$ cat src/rtl/bsx_pkg.sv
package bsx_pkg;
   localparam int unsigned BYTE_W = 8;

   typedef enum logic [1:0] {TX_IDLE, TX_PEND, TX_SEND} tx_state_e;
   typedef enum logic {RX_IDLE, RX_BUSY} rx_state_e;

   function automatic logic even_par(input logic [BYTE_W-1:0] d);
      return ^d;
   endfunction
endpackage

$ cat src/rtl/bsx_sync.sv
module bsx_sync #(
   parameter int unsigned STAGES  = 2,
   parameter logic        RST_VAL = 1'b0
) (
   input  logic clk,
   input  logic rst_n,
   input  logic async_i,
   output logic sync_o
);
   if (STAGES < 2) begin : g_bad_stages
      $error("bsx_sync: STAGES must be at least 2");
   end

   logic [STAGES-1:0] q;

   for (genvar i = 0; i < STAGES; i++) begin : g_stage
      if (i == 0) begin : g_first
         always_ff @(posedge clk) begin
            if (!rst_n) q[0] <= RST_VAL;
            else        q[0] <= async_i;
         end
      end else begin : g_next
         always_ff @(posedge clk) begin
            if (!rst_n) q[i] <= RST_VAL;
            else        q[i] <= q[i-1];
         end
      end
   end

   assign sync_o = q[STAGES-1];
endmodule

$ cat src/rtl/bsx_rx.sv
module bsx_rx
   import bsx_pkg::*;
#(
   parameter int unsigned STOP_BITS = 2
) (
   input  logic              clk,
   input  logic              rst_n,
   input  logic              tick,
   input  logic              din,
   input  logic              block_start,
   output logic              idle_o,
   output logic [BYTE_W-1:0] data_o,
   output logic              valid_o,
   output logic              par_err_o,
   output logic              frm_err_o
);
   localparam int unsigned LAST  = BYTE_W + STOP_BITS;
   localparam int unsigned CNT_W = $clog2(LAST + 1);
   localparam logic [CNT_W-1:0] PAR_IDX  = CNT_W'(BYTE_W);
   localparam logic [CNT_W-1:0] LAST_IDX = CNT_W'(LAST);

   rx_state_e         state;
   logic [CNT_W-1:0]  cnt;
   logic [BYTE_W-1:0] sh;
   logic              par_bit;
   logic              frm_acc;

   always_ff @(posedge clk) begin
      if (!rst_n) begin
         state     <= RX_IDLE;
         cnt       <= '0;
         sh        <= '0;
         par_bit   <= 1'b0;
         frm_acc   <= 1'b0;
         data_o    <= '0;
         valid_o   <= 1'b0;
         par_err_o <= 1'b0;
         frm_err_o <= 1'b0;
      end else begin
         valid_o <= 1'b0;
         if (tick) begin
            case (state)
               RX_IDLE: begin
                  if (!din && !block_start) begin
                     state   <= RX_BUSY;
                     cnt     <= '0;
                     frm_acc <= 1'b0;
                  end
               end
               default: begin
                  cnt <= cnt + 1'b1;
                  if (cnt < PAR_IDX) begin
                     sh <= {din, sh[BYTE_W-1:1]};
                  end else if (cnt == PAR_IDX) begin
                     par_bit <= din;
                  end else if (cnt == LAST_IDX) begin
                     data_o    <= sh;
                     par_err_o <= par_bit ^ even_par(sh);
                     frm_err_o <= frm_acc | ~din;
                     valid_o   <= 1'b1;
                     state     <= RX_IDLE;
                  end else begin
                     frm_acc <= frm_acc | ~din;
                  end
               end
            endcase
         end
      end
   end

   assign idle_o = (state == RX_IDLE);

   // byte strobe lasts one cycle
   a_r2_strobe_single: assert property (@(posedge clk) disable iff (!rst_n)
      valid_o |=> !valid_o);
   // a strobe always follows a sampled link edge
   a_r2_strobe_after_edge: assert property (@(posedge clk) disable iff (!rst_n)
      valid_o |-> $past(tick));
   // no new frame starts while the line belongs to the transmitter
   a_r8_no_start_blocked: assert property (@(posedge clk) disable iff (!rst_n)
      (idle_o && block_start) |=> idle_o);
endmodule

$ cat src/rtl/bsx_tx.sv
module bsx_tx
   import bsx_pkg::*;
#(
   parameter int unsigned STOP_BITS = 2
) (
   input  logic              clk,
   input  logic              rst_n,
   input  logic              tick,
   input  logic              rx_idle,
   input  logic              start_i,
   input  logic [BYTE_W-1:0] data_i,
   output logic              busy_o,
   output logic              dout_o,
   output logic              oe_o
);
   localparam int unsigned FRAME_BITS = BYTE_W + 2 + STOP_BITS;
   localparam int unsigned CNT_W      = $clog2(FRAME_BITS);
   localparam logic [CNT_W-1:0] LAST_IDX = CNT_W'(FRAME_BITS - 1);

   logic [FRAME_BITS-1:0] frame_w;
   logic [FRAME_BITS-1:0] sr;
   logic [CNT_W-1:0]      cnt;
   tx_state_e             state;

   assign frame_w[0]        = 1'b0;
   assign frame_w[BYTE_W:1] = data_i;
   assign frame_w[BYTE_W+1] = even_par(data_i);
   for (genvar s = 0; s < STOP_BITS; s++) begin : g_stop
      assign frame_w[BYTE_W+2+s] = 1'b1;
   end

   always_ff @(posedge clk) begin
      if (!rst_n) begin
         state  <= TX_IDLE;
         sr     <= '1;
         cnt    <= '0;
         dout_o <= 1'b1;
         oe_o   <= 1'b0;
      end else begin
         case (state)
            TX_IDLE: begin
               if (start_i) begin
                  sr    <= frame_w;
                  state <= TX_PEND;
               end
            end
            TX_PEND: begin
               if (tick && rx_idle) begin
                  dout_o <= sr[0];
                  oe_o   <= 1'b1;
                  sr     <= {1'b1, sr[FRAME_BITS-1:1]};
                  cnt    <= '0;
                  state  <= TX_SEND;
               end
            end
            default: begin
               if (tick) begin
                  if (cnt == LAST_IDX) begin
                     dout_o <= 1'b1;
                     oe_o   <= 1'b0;
                     state  <= TX_IDLE;
                  end else begin
                     dout_o <= sr[0];
                     sr     <= {1'b1, sr[FRAME_BITS-1:1]};
                     cnt    <= cnt + 1'b1;
                  end
               end
            end
         endcase
      end
   end

   assign busy_o = (state != TX_IDLE);

   // line outputs move only right after a link edge
   a_r5_hold_between_edges: assert property (@(posedge clk) disable iff (!rst_n)
      !tick |=> ($stable(dout_o) && $stable(oe_o)));
   // released line rests high
   a_r6_idle_high: assert property (@(posedge clk) disable iff (!rst_n)
      !oe_o |-> dout_o);
   // every driven period opens with a low start bit
   a_r5_start_low: assert property (@(posedge clk) disable iff (!rst_n)
      $rose(oe_o) |-> !dout_o);
   // driving the line implies busy
   a_r7_oe_busy: assert property (@(posedge clk) disable iff (!rst_n)
      oe_o |-> busy_o);
endmodule

$ cat src/rtl/bitclk_serial_xcvr.sv
module bitclk_serial_xcvr
   import bsx_pkg::*;
#(
   parameter int unsigned SYNC_STAGES  = 2,
   parameter int unsigned TX_STOP_BITS = 2,
   parameter int unsigned RX_STOP_BITS = 2
) (
   input  logic              clk,
   input  logic              rst_n,
   input  logic              lnk_clk,
   input  logic              lnk_din,
   output logic              lnk_dout,
   output logic              lnk_oe,
   output logic [BYTE_W-1:0] rx_data,
   output logic              rx_valid,
   output logic              rx_par_err,
   output logic              rx_frm_err,
   input  logic [BYTE_W-1:0] tx_data,
   input  logic              tx_start,
   output logic              tx_busy
);
   if (TX_STOP_BITS < 1 || TX_STOP_BITS > 2) begin : g_bad_tx_stop
      $error("bitclk_serial_xcvr: TX_STOP_BITS must be 1 or 2");
   end
   if (RX_STOP_BITS < 1 || RX_STOP_BITS > 2) begin : g_bad_rx_stop
      $error("bitclk_serial_xcvr: RX_STOP_BITS must be 1 or 2");
   end

   logic clk_s, clk_prev, din_s, tick, rx_idle;

   bsx_sync #(.STAGES(SYNC_STAGES), .RST_VAL(1'b1)) u_clk_sync (
      .clk(clk), .rst_n(rst_n), .async_i(lnk_clk), .sync_o(clk_s));
   bsx_sync #(.STAGES(SYNC_STAGES), .RST_VAL(1'b1)) u_din_sync (
      .clk(clk), .rst_n(rst_n), .async_i(lnk_din), .sync_o(din_s));

   always_ff @(posedge clk) begin
      if (!rst_n) clk_prev <= 1'b1;
      else        clk_prev <= clk_s;
   end
   assign tick = clk_s & ~clk_prev;

   bsx_rx #(.STOP_BITS(RX_STOP_BITS)) u_rx (
      .clk(clk), .rst_n(rst_n), .tick(tick), .din(din_s),
      .block_start(tx_busy), .idle_o(rx_idle), .data_o(rx_data),
      .valid_o(rx_valid), .par_err_o(rx_par_err), .frm_err_o(rx_frm_err));

   bsx_tx #(.STOP_BITS(TX_STOP_BITS)) u_tx (
      .clk(clk), .rst_n(rst_n), .tick(tick), .rx_idle(rx_idle),
      .start_i(tx_start), .data_i(tx_data), .busy_o(tx_busy),
      .dout_o(lnk_dout), .oe_o(lnk_oe));

   // a received byte is never strobed while the device drives the line
   a_r8_no_rx_while_driving: assert property (@(posedge clk) disable iff (!rst_n)
      lnk_oe |-> !rx_valid);
   // first cycle after reset is quiet
   a_r1_reset_quiet: assert property (@(posedge clk)
      !rst_n |=> (!lnk_oe && lnk_dout && !rx_valid && !tx_busy));
endmodule

$ cat config.mk
export PLATFORM = sky130hd
export DESIGN_NAME = bitclk_serial_xcvr
export DESIGN_NICKNAME = d
export VERILOG_FILES = /design/src/rtl/bsx_pkg.sv /design/src/rtl/bsx_sync.sv /design/src/rtl/bsx_rx.sv /design/src/rtl/bsx_tx.sv /design/src/rtl/bitclk_serial_xcvr.sv
export SDC_FILE = /design/constraint.sdc
export NUM_CORES = 1
export LEC_CHECK = 0
export ABC_AREA = 1
export BUFFER_PORTS_ARGS = -buffer_cell sky130_fd_sc_hd__buf_4
export CORE_MARGIN = 5
export CORE_UTILIZATION = 57
export CTS_CLUSTER_SIZE = 16
export DETAILED_ROUTE_END_ITERATION = 12
export PLACE_DENSITY = 0.87
export SLEW_MARGIN = 40
export SYNTH_ARGS = -nofsm -noshare
export SYNTH_HDL_FRONTEND = slang
export SYNTH_SLANG_ARGS = --single-unit
$ cat constraint.sdc
create_clock -name clk -period 1.65 [get_ports clk]
set_input_delay 0.33 -clock clk [delete_from_list [all_inputs] [get_ports clk]]
set_output_delay 0.33 -clock clk [all_outputs]
set_load 0.01 [all_outputs]
==> results of run 1 <==
==> per-stage QoR <==
| stage | TNS (ns) | setup WS [ns] | area, um2 | std cells |
|---|---|---|---|---|
| final | 0 | 0.0605 | 2740 | 397 |
| after global routing | -0.0225 | -0.0160 | 2740 | 397 |
| after CTS | 0 | 0.0404 | 2700 | 393 |
| after detailed placement | 0 | 0.0619 | 2590 | 385 |
| after global placement | 0 | 0.144 | 2590 | 385 |
| after floorplan | 0 | 0.275 | 2340 | 313 |
==> worst paths after layout <==
| kind | start | to | slack (ns) | depth (start not counted) |
|---|---|---|---|---|
| min | lnk_din | u_din_sync.q[0]$_SDFF_PN1_ | 0.20 | 2 |
| min reg2reg | u_din_sync.q[0]$_SDFF_PN1_ | u_din_sync.sync_o$_SDFF_PN1_ | 0.43 | 1 |
| max reg2reg | u_tx.cnt[0]$_SDFFE_PN0P_ | u_tx.sr[4]$_SDFFE_PN1P_ | 0.06 | 9 |
| max | u_tx.cnt[0]$_SDFFE_PN0P_ | u_tx.sr[4]$_SDFFE_PN1P_ | 0.06 | 9 |
==> final cells by class <==
type / count / area share, %
multi-input combinational: 214 / 42.6
sequential: 49 / 35.9
timing repair buffer: 34 / 9.32
inverter: 42 / 5.85
clock buffer: 6 / 2.65
tap: 50 / 2.29
clock inverter: 2 / 1.42
==> logic make-up (layout without fill, tap and decap cells) <==
| family | after synthesis | in the layout | share of synthesized area (%) |
|---|---|---|---|
| AOI/OAI and AO/OA | 72 | 72 | 17.6 |
| xor gates and xnor gates | 13 | 13 | 4.86 |
| adders and majority gates | 4 | 4 | 2.13 |
| buffers and inverters | 50 | 84 | 8.59 |
| DFF | 49 | 49 | 41.8 |
| and+or+nand+nor | 125 | 125 | 25.0 |
==> power by group through the flow <==
stage,clock (W),sequential [W],combinational (W)
2_1_floorplan,0,0.00129,0.000272
3_3_place_gp,0,0.00129,0.000342
3_5_place_dp,0,0.00129,0.000354
4_1_cts,0.000878,0.00127,0.000357
5_1_grt,0.000928,0.00127,0.000449
6_report,0.000856,0.00127,0.000392
==> worst max-delay path, stage by stage, from the launching register on <==
cell,delay (ns)
dfxtp_1,0.40
ha_1,0.22
nand2_1,0.08
nor2_2,0.12
nand2_1,0.08
nand2_1,0.12
nor2_4,0.07
buf_4,0.15
a21oi_1,0.16
o21ai_1,0.09
==> what timing repair did <==
item,in CTS,in global routing
buffers inserted,0,4
setup endpoints to repair,0,8
gates resized for setup,0,3
==> synth_stat cells <==
master / instances / area (um2)
nand4_1: 1 / 6.26
nor3_1: 1 / 5.00
nand3b_1: 1 / 7.51
o21ai_4: 1 / 16.3
nor2_1: 13 / 48.8
nor2_4: 5 / 56.3
or2_2: 4 / 25.0
dfxtp_1: 49 / 981
buf_2: 3 / 15.0
o21ai_2: 9 / 78.8
o21ai_0: 26 / 130
nand3_2: 1 / 10.0
buf_6: 1 / 11.3
inv_2: 9 / 33.8
clkbuf_1: 3 / 11.3
a21oi_1: 27 / 135
a21oi_2: 1 / 8.76
o21ai_1: 6 / 30.0
nand2_1: 70 / 263
inv_1: 32 / 120
xor2_1: 7 / 61.3
nor2_2: 1 / 6.26
a31oi_1: 2 / 12.5
xnor2_1: 6 / 52.6
inv_4: 1 / 6.26
nand3_1: 24 / 120
nand2_2: 3 / 18.8
ha_1: 4 / 50.1
nor2_8: 1 / 20.0
buf_1: 1 / 3.75
==> registers in the layout, summed over array words and instances (netlist names) <==
signal             count
u_din_sync.q           1
u_rx.frm_acc           1
clk_prev               1
u_rx.cnt               4
u_rx.sh                8
u_rx.par_bit           1
u_rx.par_err_o         1
u_tx.oe_o              1
u_rx.frm_err_o         1
u_clk_sync.q           1
u_rx.valid_o           1
u_tx.cnt               4
u_din_sync.sync_o      1
u_clk_sync.sync_o      1
u_tx.sr               10
u_rx.state             1
u_tx.dout_o            1
u_rx.data_o            8
u_tx.state             2
==> per-layer routing <==
metal  share of wire [%]  global-route usage [%]  vias to the layer above
met2                  49                    31.0                       33
li1                    -                       -                     1071
met1                  44                    22.4                      909
met5                   0                       0                        -
met3                 4.7                    4.46                        6
met4                 1.5                    6.64                        0
==> summary.md, run 1 <==
| Metric | Value |
|---|---|
| Status | finished clean |
| Post-Syn Area | 2340 um2 |
| Most frequent cells in the layout | nand2_1 (70), dfxtp_1 (47), buf_4 (34) |
| Syn Nets | 330 |
| Highest Clock Rate | 0.629 GHz |
| Hold buffers post-CTS | 0 |
| Clock power share | 34.1% |
| Total Power | 0.00251 W |
| Final Max Slew Viols | 0 |
| Ys Warns | 0 |
| Commonest non-fill, non-tap cell in the layout | nand2_1 |
| # DRC | 0 |
| Area growth from synthesis to layout | 16.8% |
| First-pass GRT wire length | 7.89 mm |
| Die X-Extent | roughly 74 um |
| Routability-driven placement congestion ratio | ~0.83 |
| Combinational share of power | 15.6% |
| Clock sinks | a little under 50 |
| Clk root buf | clkbuf_8 |
| Post-detail-place hpwl | between 3 and 4 mm |
| Drt pass-1 iters | 4 |
| # rows | 23 |
| Sw Share | 26.0% |
| Final Net Count | ~360 |
| Clock transition at path regs | 0.09 ns |
| CTS tree | done |
| Cell variety after synth | 30 |
| Die H | about 74 um |
| Vias/cell | 5.09 |
| Tmin final | roughly 1.6 ns |
| Worst slew pin tran | 0.298 ns |
| Via count | between 2k and 2.5k |
| Startpoint Class | flop |
| LEAKAGE | between 1 and 1.5 nW |
| Final setup violating endpoints | 0 |
| Final Skew | ~0.0086 ns |
| Peak supply drop | 0.692 mV |
| Hold Path Class | input port to flop |
| Vias in the first global route | between 1.5k and 2k |
| Mean Syn Cell Area | approximately 7.5 um2 |
| Int Pwr | 0.00186 W |
| Bufs on Longest Clock Path | 2 |
| Fill cells | 323 |
| Register area | 983 um2 |
| # IOs | 27 |
| Slew HR | between 80% and 90% |
| Maximum fanout along the worst path | 10 |
| Initial antenna violation count | 0 |
| Placeable core area | between 4000 and 5000 um2 |
| Max_cap viols | 0 |
| CP endpoint kind | flop |
| Hold slack final | around 0.20 ns |
| Initial Utilization | between 50 and 60% |
| IO buf count | 26 |
| Clk Latency, worst-skew pair | between 0.3 and 0.4 ns |
| Fin crit share | a little over nine tenths |
| Final hold vios | 0 |
| #FFs+latches synth | 49 |
| Layout Utilization | 68.4% |
| Largest net degree at the start of global routing | 28 |
| Die area | roughly 5500 um2 |
| Cell Pwr Density | between 900 and 1000 nW/um2 |
| Iteration-0 DRC Markers | between 80 and 90 |
| Syn Inst Count | 313 |
| Num CTS Buffers | 5 |
| Antenna Nets Post-Route | 0 |
| Multi-input logic area | ~1200 um2 |
| H-tree levels | 2 |
| Routed Wire Length | approximately 4.6 mm |
| Avg WL per Cell | around 11 um |
| Sequential fraction of the synthesis area | a little over two fifths |
| Critical Path RT | between 1.5 and 2 ns |
| WP data arrival | roughly 1.8 ns |
| Total gr overflow | 0 |
| Critical path class | flop to flop |
| GRT Util Overall | a little under a fifth |
| Flop pwr share | 50.4% |
| Share of layout cells above drive strength 1 | 23.1% |
| Ant. Diodes | 0 |
| Switching power | around 0.00065 W |
No activity file was read; power rests on OpenSTA's default activity.
==> run 2, diff against run 1 <==
--- a/config.mk
+++ b/config.mk
@@ -11,7 +11,7 @@
 export CORE_UTILIZATION = 57
 export CTS_CLUSTER_SIZE = 16
 export DETAILED_ROUTE_END_ITERATION = 12
-export PLACE_DENSITY = 0.87
+export PLACE_DENSITY = 0.86
 export SLEW_MARGIN = 40
 export SYNTH_ARGS = -nofsm -noshare
 export SYNTH_HDL_FRONTEND = slang
==> run 2 against run 1 <==
Compared with the run above:
- flip-flop and latch count unchanged
- largest power group unchanged
- combinational power up 7.7%
- core utilization down 0.094 points
- sequential share of layout area about the same
- total power down 4.8%
- routed wire length up 1.8%
==> summary.md, run 2 (same netlist as run 1, synthesis figures left out) <==
| Metric | Value |
|---|---|
| Die X-Extent | 74.1 um (unchanged) |
| Post-detail-place hpwl | 3.28 mm (+1.4%) |
| Flop pwr share | 52.9% (+2.5 points) |
| Sw Share | 27.9% (+1.9 points) |
| Largest register by flop count | u_tx.sr |
| Total Power | 0.00239 W (-4.8%) |
| Int Pwr | 0.00172 W (-7.3%) |
| Final hold vios | 0 (unchanged) |
| Top flop regs | u_tx.sr: 10 flops, u_rx.data_o: 8 flops, u_rx.sh: 8 flops |
| Final setup violating endpoints | 0 (unchanged) |
| Die area | 5500 um2 (unchanged) |
| Fin area | 2730 um2 (-0.14%) |
| Multi-input logic area | 1160 um2 (unchanged) |
| Critical path class | flop to flop |
| Clk Latency, worst-skew pair | 0.31 ns (about the same) |
| Switching power | 0.000668 W (+2.2%) |
| Drt pass-1 iters | 4 (unchanged) |
| # rows | 23 (unchanged) |
| Iteration-0 DRC Markers | 100 (+14%) |
| Initial Utilization | 58.6% (unchanged) |
| Most frequent cells in the layout | nand2_1 (70), dfxtp_1 (47), buf_4 (34) |
| Delay-heaviest family, CP | simple AND/OR/NAND/NOR gates |
| Largest net degree at the start of global routing | 28 (unchanged) |
| # IOs | 27 (unchanged) |
| # DRC | 0 (unchanged) |
| GRT Util Overall | 17.6% (-0.64 points) |
| Avg WL per Cell | 11.6 um (+1.6%) |
| Register area | 983 um2 (unchanged) |
| Peak supply drop | 0.607 mV (-12%) |
| Total gr overflow | 0 (unchanged) |
| First-pass GRT wire length | 7.67 mm (-2.8%) |
| Final Skew | 0.00927 ns (+0.000657 ns) |
| Setup Slack @ Placement | 0.0680 ns (+0.00609 ns) |
| Initial antenna violation count | 0 (unchanged) |
| Area growth from synthesis to layout | 16.6% |
| Worst path cell trace | ha_2 -> nand2_1 -> nor2_1 -> nand2_1 -> nand2_1 -> nor2_4 -> buf_12 -> a21oi_1 -> o21ai_1 |
| WP data arrival | 1.73 ns (-0.05 ns) |
| Commonest non-fill, non-tap cell in the layout | nand2_1 |
| Die H | 74.1 um (unchanged) |
| Slew HR | 79.5% (-0.56 points) |
| Tmin final | 1.54 ns (-0.0509 ns) |
| Hold buffers post-CTS | 0 (unchanged) |
| Crit path largest cell delay | 0.38 ns (-0.02 ns) |
| Clock power share | 29.5% (-4.6 points) |
| Clock transition at path regs | 0.09 ns (about the same) |
| Buf+Inv Stages, Crit Path | 1 (unchanged) |
| Hold Path Class | input port to flop |
| Via count | 2064 (+2.2%) |
| LEAKAGE | 1.26 nW (-0.88%) |
| Sum Neg Setup Slack | 0 ns (unchanged) |
| CP endpoint kind | flop |
| Clock sinks | 49 (unchanged) |
| IO buf count | 26 (unchanged) |
| Startpoint Class | flop |
| R2R depth | 9 (unchanged) |
| Ant. Diodes | 0 (unchanged) |
| Num CTS Buffers | 5 (unchanged) |
| Critical Path RT | 1.84 ns (about the same) |
| CTS tree | done |
| Max_cap viols | 0 (unchanged) |
| Hold depth | 2 (unchanged) |
| Routed Wire Length | 4.64 mm (+1.8%) |
| Placeable core area | 4000 um2 (unchanged) |
| Crit. path cell count | 9 (unchanged) |
| RSZ-0062 raised after global routing | no |
| Cell Pwr Density | 875 nW/um2 (-4.7%) |
| Highest Clock Rate | 0.650 GHz (+3.3%) |
| Routability-driven placement congestion ratio | 0.776 (-6.3%) |
| H-tree levels | 2 (unchanged) |
| Placed inst area | 2590 um2 (unchanged) |
| Maximum fanout along the worst path | 14 (+4) |
| Worst flop-to-flop path startpoint | u_tx.cnt[0]$_SDFFE_PN0P_ |
| Final worst slack | 0.111 ns (+0.0509 ns) |
| Vias in the first global route | 1876 (+2.7%) |
| Worst slew pin tran | 0.306 ns (+0.00831 ns) |
| Fill cells | 324 (+0.31%) |
| Bufs on Longest Clock Path | 2 (unchanged) |
| Final Net Count | 364 (+0.28%) |
| Clk root buf | clkbuf_8 |
| Crit path launch | u_tx.cnt[0]$_SDFFE_PN0P_ |
| Share of layout cells above drive strength 1 | 23.3% (+0.22 points) |
| Fin crit share | 93.2% (-3.1 points) |
| Hold Startpoint | lnk_din |
| CP max-delay cell | dfxtp_1 |
| Status | finished clean |
| Vias/cell | 5.19 (+2.0%) |
| Max reg flops | 10 (unchanged) |
| Antenna Nets Post-Route | 0 (unchanged) |
| Most used cell, CP | nand2_1 |
| Final Max Slew Viols | 0 (unchanged) |
| Combinational share of power | 17.6% (+2.0 points) |
==> run 2: worst paths after layout <==
kind,to,slack [ns]
worst max register to register,u_tx.sr[5]$_SDFFE_PN1P_,0.11
worst min-delay path,u_din_sync.q[0]$_SDFF_PN1_,0.21
worst min register to register,u_din_sync.sync_o$_SDFF_PN1_,0.42
worst max-delay path,u_tx.sr[5]$_SDFFE_PN1P_,0.11
==> run 2: power by group through the flow <==
stage	combinational, W	sequential (W)	clock (W)
after floorplan	0.000272	0.00129	0
after global placement	0.000342	0.00129	0
after detailed placement	0.000355	0.00129	0
after CTS	0.000360	0.00127	0.000717
after global routing	0.000474	0.00127	0.000758
final	0.000422	0.00127	0.000705
==> run 2: area by class of cell <==
type	instances	share of cell area, %
Clock inverter	2	0.549
Timing Repair Buffer	35	10.1
Tap cell	50	2.29
Sequential cell	49	36.0
Multi-Input combinational cell	214	42.6
Inverter	42	5.86
Clock buffer	6	2.65
==> run 2: per-stage QoR <==
stage                     utilization [%]  hold slack [ns]  std cells
after floorplan                         -            0.393        313
after global placement               64.8            0.394        385
after detailed placement             64.8            0.402        385
after CTS                            67.0            0.202        393
after global routing                 68.3            0.199        398
final                                68.3            0.208        398
==> run 2: what timing repair did <==
| action | CTS | global route |
|---|---|---|
| endpoints found under the setup margin | 0 | 10 |
| setup buffers | 0 | 5 |
| resized for setup | 0 | 3 |
==> run 2: per-layer routing <==
layer,routed length (um),track usage [%]
met5,0,0
met1,2120,20.9
met3,195,3.92
met4,95,8.25
met2,2220,30.1
==> run 3, diff against run 2 <==
--- a/config.mk
+++ b/config.mk
@@ -7,11 +7,11 @@
 export LEC_CHECK = 0
 export ABC_AREA = 1
 export BUFFER_PORTS_ARGS = -buffer_cell sky130_fd_sc_hd__buf_4
-export CORE_MARGIN = 5
 export CORE_UTILIZATION = 57
 export CTS_CLUSTER_SIZE = 16
 export DETAILED_ROUTE_END_ITERATION = 12
 export PLACE_DENSITY = 0.86
+export RECOVER_POWER = 100
 export SLEW_MARGIN = 40
 export SYNTH_ARGS = -nofsm -noshare
 export SYNTH_HDL_FRONTEND = slang
==> constraint.sdc (replaced) <==
create_clock -name clk -period 1.65 [get_ports clk]
set_input_delay 0.0825 -clock clk [delete_from_list [all_inputs] [get_ports clk]]
set_output_delay 0.0825 -clock clk [all_outputs]
set_load 0.01 [all_outputs]
==> run 3 against run 2 <==
Compared with the run above:
- global-route usage grew 4.8 points
- clock skew shrank 0.0044 ns
- combinational power shrank 15%
- flip-flop and latch count is the same
- first-iteration DRC count grew 10%
- register-to-register slack gained 0.03 ns
- fmax grew 1.8%
==> summary.md, run 3 (same netlist as run 1, synthesis figures left out) <==
| Metric | Value |
|---|---|
| Clk Latency, worst-skew pair | 0.30 ns (about the same) |
| Avg WL per Cell | 11.1 um (-4.3%) |
| WP data arrival | 1.75 ns (+0.02 ns) |
| Slew HR | 76.9% (-2.6 points) |
| Status | finished clean |
| RSZ-0062 raised after global routing | no |
| Highest Clock Rate | 0.662 GHz (+1.8%) |
| H-tree levels | 2 (unchanged) |
| Share of layout cells above drive strength 1 | 15.9% (-7.3 points) |
| Hold slack final | 0.124 ns (-0.0841 ns) |
| Clock sinks | 49 (unchanged) |
| Max_cap viols | 0 (unchanged) |
| Tmin final | 1.51 ns (-0.0272 ns) |
| Critical path class | flop to flop |
| LEAKAGE | 1.20 nW (-4.7%) |
| Most frequent cells in the layout | nand2_1 (71), dfxtp_1 (49), inv_1 (33) |
| CP endpoint kind | flop |
| Register area | 981 um2 (-0.25%) |
| # rows | 22 (-4.3%) |
| GRT Util Overall | 22.4% (+4.8 points) |
| Die X-Extent | 66.1 um (-11%) |
| Iteration-0 DRC Markers | 110 (+10%) |
| Num CTS Buffers | 5 (unchanged) |
| Peak supply drop | 0.792 mV (+31%) |
| # IOs | 27 (unchanged) |
| Final hold vios | 0 (unchanged) |
| First-pass GRT wire length | 7.45 mm (-3.0%) |
| Max reg flops | 10 (unchanged) |
| Via count | 1990 (-3.6%) |
| Final Skew | 0.00483 ns (-0.00444 ns) |
| Cell Pwr Density | 937 nW/um2 (+7.1%) |
| Post-detail-place hpwl | 3.09 mm (-6.0%) |
| Initial Utilization | 61.7% (+3.1 points) |
| Antenna Nets Post-Route | 0 (unchanged) |
| Drt pass-1 iters | 4 (unchanged) |
| Total Power | 0.00249 W (+4.2%) |
| Clock transition at path regs | 0.09 ns (about the same) |
| Critical Path RT | 1.89 ns (+0.05 ns) |
| Vias/cell | 5.06 (-2.4%) |
| Clk root buf | clkbuf_8 |
| Placeable core area | 3800 um2 (-5.0%) |
| Top flop regs | u_tx.sr: 10 flops, u_rx.data_o: 8 flops, u_rx.sh: 8 flops |
| Fin area | 2660 um2 (-2.7%) |
| Die area | 4370 um2 (-20%) |
| Final Max Slew Viols | 0 (unchanged) |
| Final Net Count | 361 (-0.82%) |
| Vias in the first global route | 1749 (-6.8%) |
| Die H | 66.1 um (-11%) |
| Worst slew pin tran | 0.345 ns (+0.0395 ns) |
| Placed inst area | 2580 um2 (-0.39%) |
| IO buf count | 26 (unchanged) |
| Commonest non-fill, non-tap cell in the layout | nand2_1 |
| CTS tree | done |
| Multi-input logic area | 1140 um2 (-2.0%) |
| Hold Path Class | input port to flop |
| Bufs on Longest Clock Path | 2 (unchanged) |
| Largest register by flop count | u_tx.sr |
| Maximum fanout along the worst path | 10 (-4) |
| # DRC | 0 (unchanged) |
| Total gr overflow | 0 (unchanged) |
| Ant. Diodes | 0 (unchanged) |
| Initial antenna violation count | 0 (unchanged) |
| Final setup violating endpoints | 0 (unchanged) |
| Routability-driven placement congestion ratio | 0.795 (+2.5%) |
| Area growth from synthesis to layout | 13.4% |
| Largest net degree at the start of global routing | 28 (unchanged) |
| Fill cells | 349 (+7.7%) |
| Sum Neg Setup Slack | 0 ns (unchanged) |
| Fin crit share | 91.6% (-1.7 points) |
| Startpoint Class | flop |
| Routed Wire Length | 4.38 mm (-5.5%) |
## run 3: changes by cell type in the layout (fill, tap and decap cells not counted), moves of 2 or more
cell           delta
dfxtp_1           +2
o21ai_0           +4
o21ai_2           -2
clkbuf_4          +2
o21ai_1           -2
dlygate4sd3_1     +2
clkinvlp_4        -2
dfxtp_2           -2
clkbuf_1         +13
buf_4            -20
## run 3: routing by layer
layer | vias to the layer above | GRT usage (%) | routed length [um]
met5 | - | 0 | 0
met2 | 27 | 38.3 | 2120
met3 | 5 | 4.14 | 141
met1 | 893 | 27.9 | 2070
li1 | 1065 | - | -
met4 | 0 | 7.98 | 50
## run 3: repair_timing
item                                    in CTS  in global routing
hold buffers                                 2                  0
gates resized for setup                      0                  6
buffers inserted                             0                  1
endpoints found under the hold margin        2                  0
endpoints found under the setup margin       0                  9
## run 3: power by group
group          internal [W]  switching (W)  leakage, nW
registers           0.00124      0.0000228        0.399
logic              0.000144       0.000215        0.747
clock network      0.000494       0.000375       0.0585
total               0.00188       0.000613         1.20
## run 3: final cells by class
type	count	share of cell area [%]
Tap cell	48	2.26
Clock inverter	1	1.13
Sequential cell	49	36.9
Timing Repair Buffer	32	7.53
Multi-Input combinational cell	214	42.9
Clock buffer	7	3.25
Inverter	42	6.02
## run 3: per-stage QoR
step,setup WS (ns),instances,utilization (%)
global placement,0.132,382,68.0
floorplan,0.275,313,-
global route,0.0167,393,70.0
finish,0.139,393,70.0
CTS,0.0431,392,71.5
detailed placement,0.0858,382,68.0
## run 3: worst paths after layout
check | from | endpoint | slack, ns | cells after the start
worst min register to register | u_din_sync.q[0]$_SDFF_PN1_ | u_din_sync.sync_o$_SDFF_PN1_ | 0.43 | 1
worst max-delay path | u_rx.cnt[0]$_SDFFE_PN0P_ | u_rx.data_o[5]$_SDFFE_PN0P_ | 0.14 | 9
worst max register to register | u_rx.cnt[0]$_SDFFE_PN0P_ | u_rx.data_o[5]$_SDFFE_PN0P_ | 0.14 | 9
worst min-delay path | tx_data[0] | u_tx.sr[1]$_SDFFE_PN1P_ | 0.12 | 5
## run 3: worst max-delay path, stage by stage (launching register included)
cell     delay (ns)
dfxtp_1        0.36
inv_1          0.10
ha_1           0.23
inv_1          0.05
nand3_1        0.11
nor2_4         0.16
inv_4          0.11
nor2_8         0.10
inv_2          0.11
o21ai_1        0.13
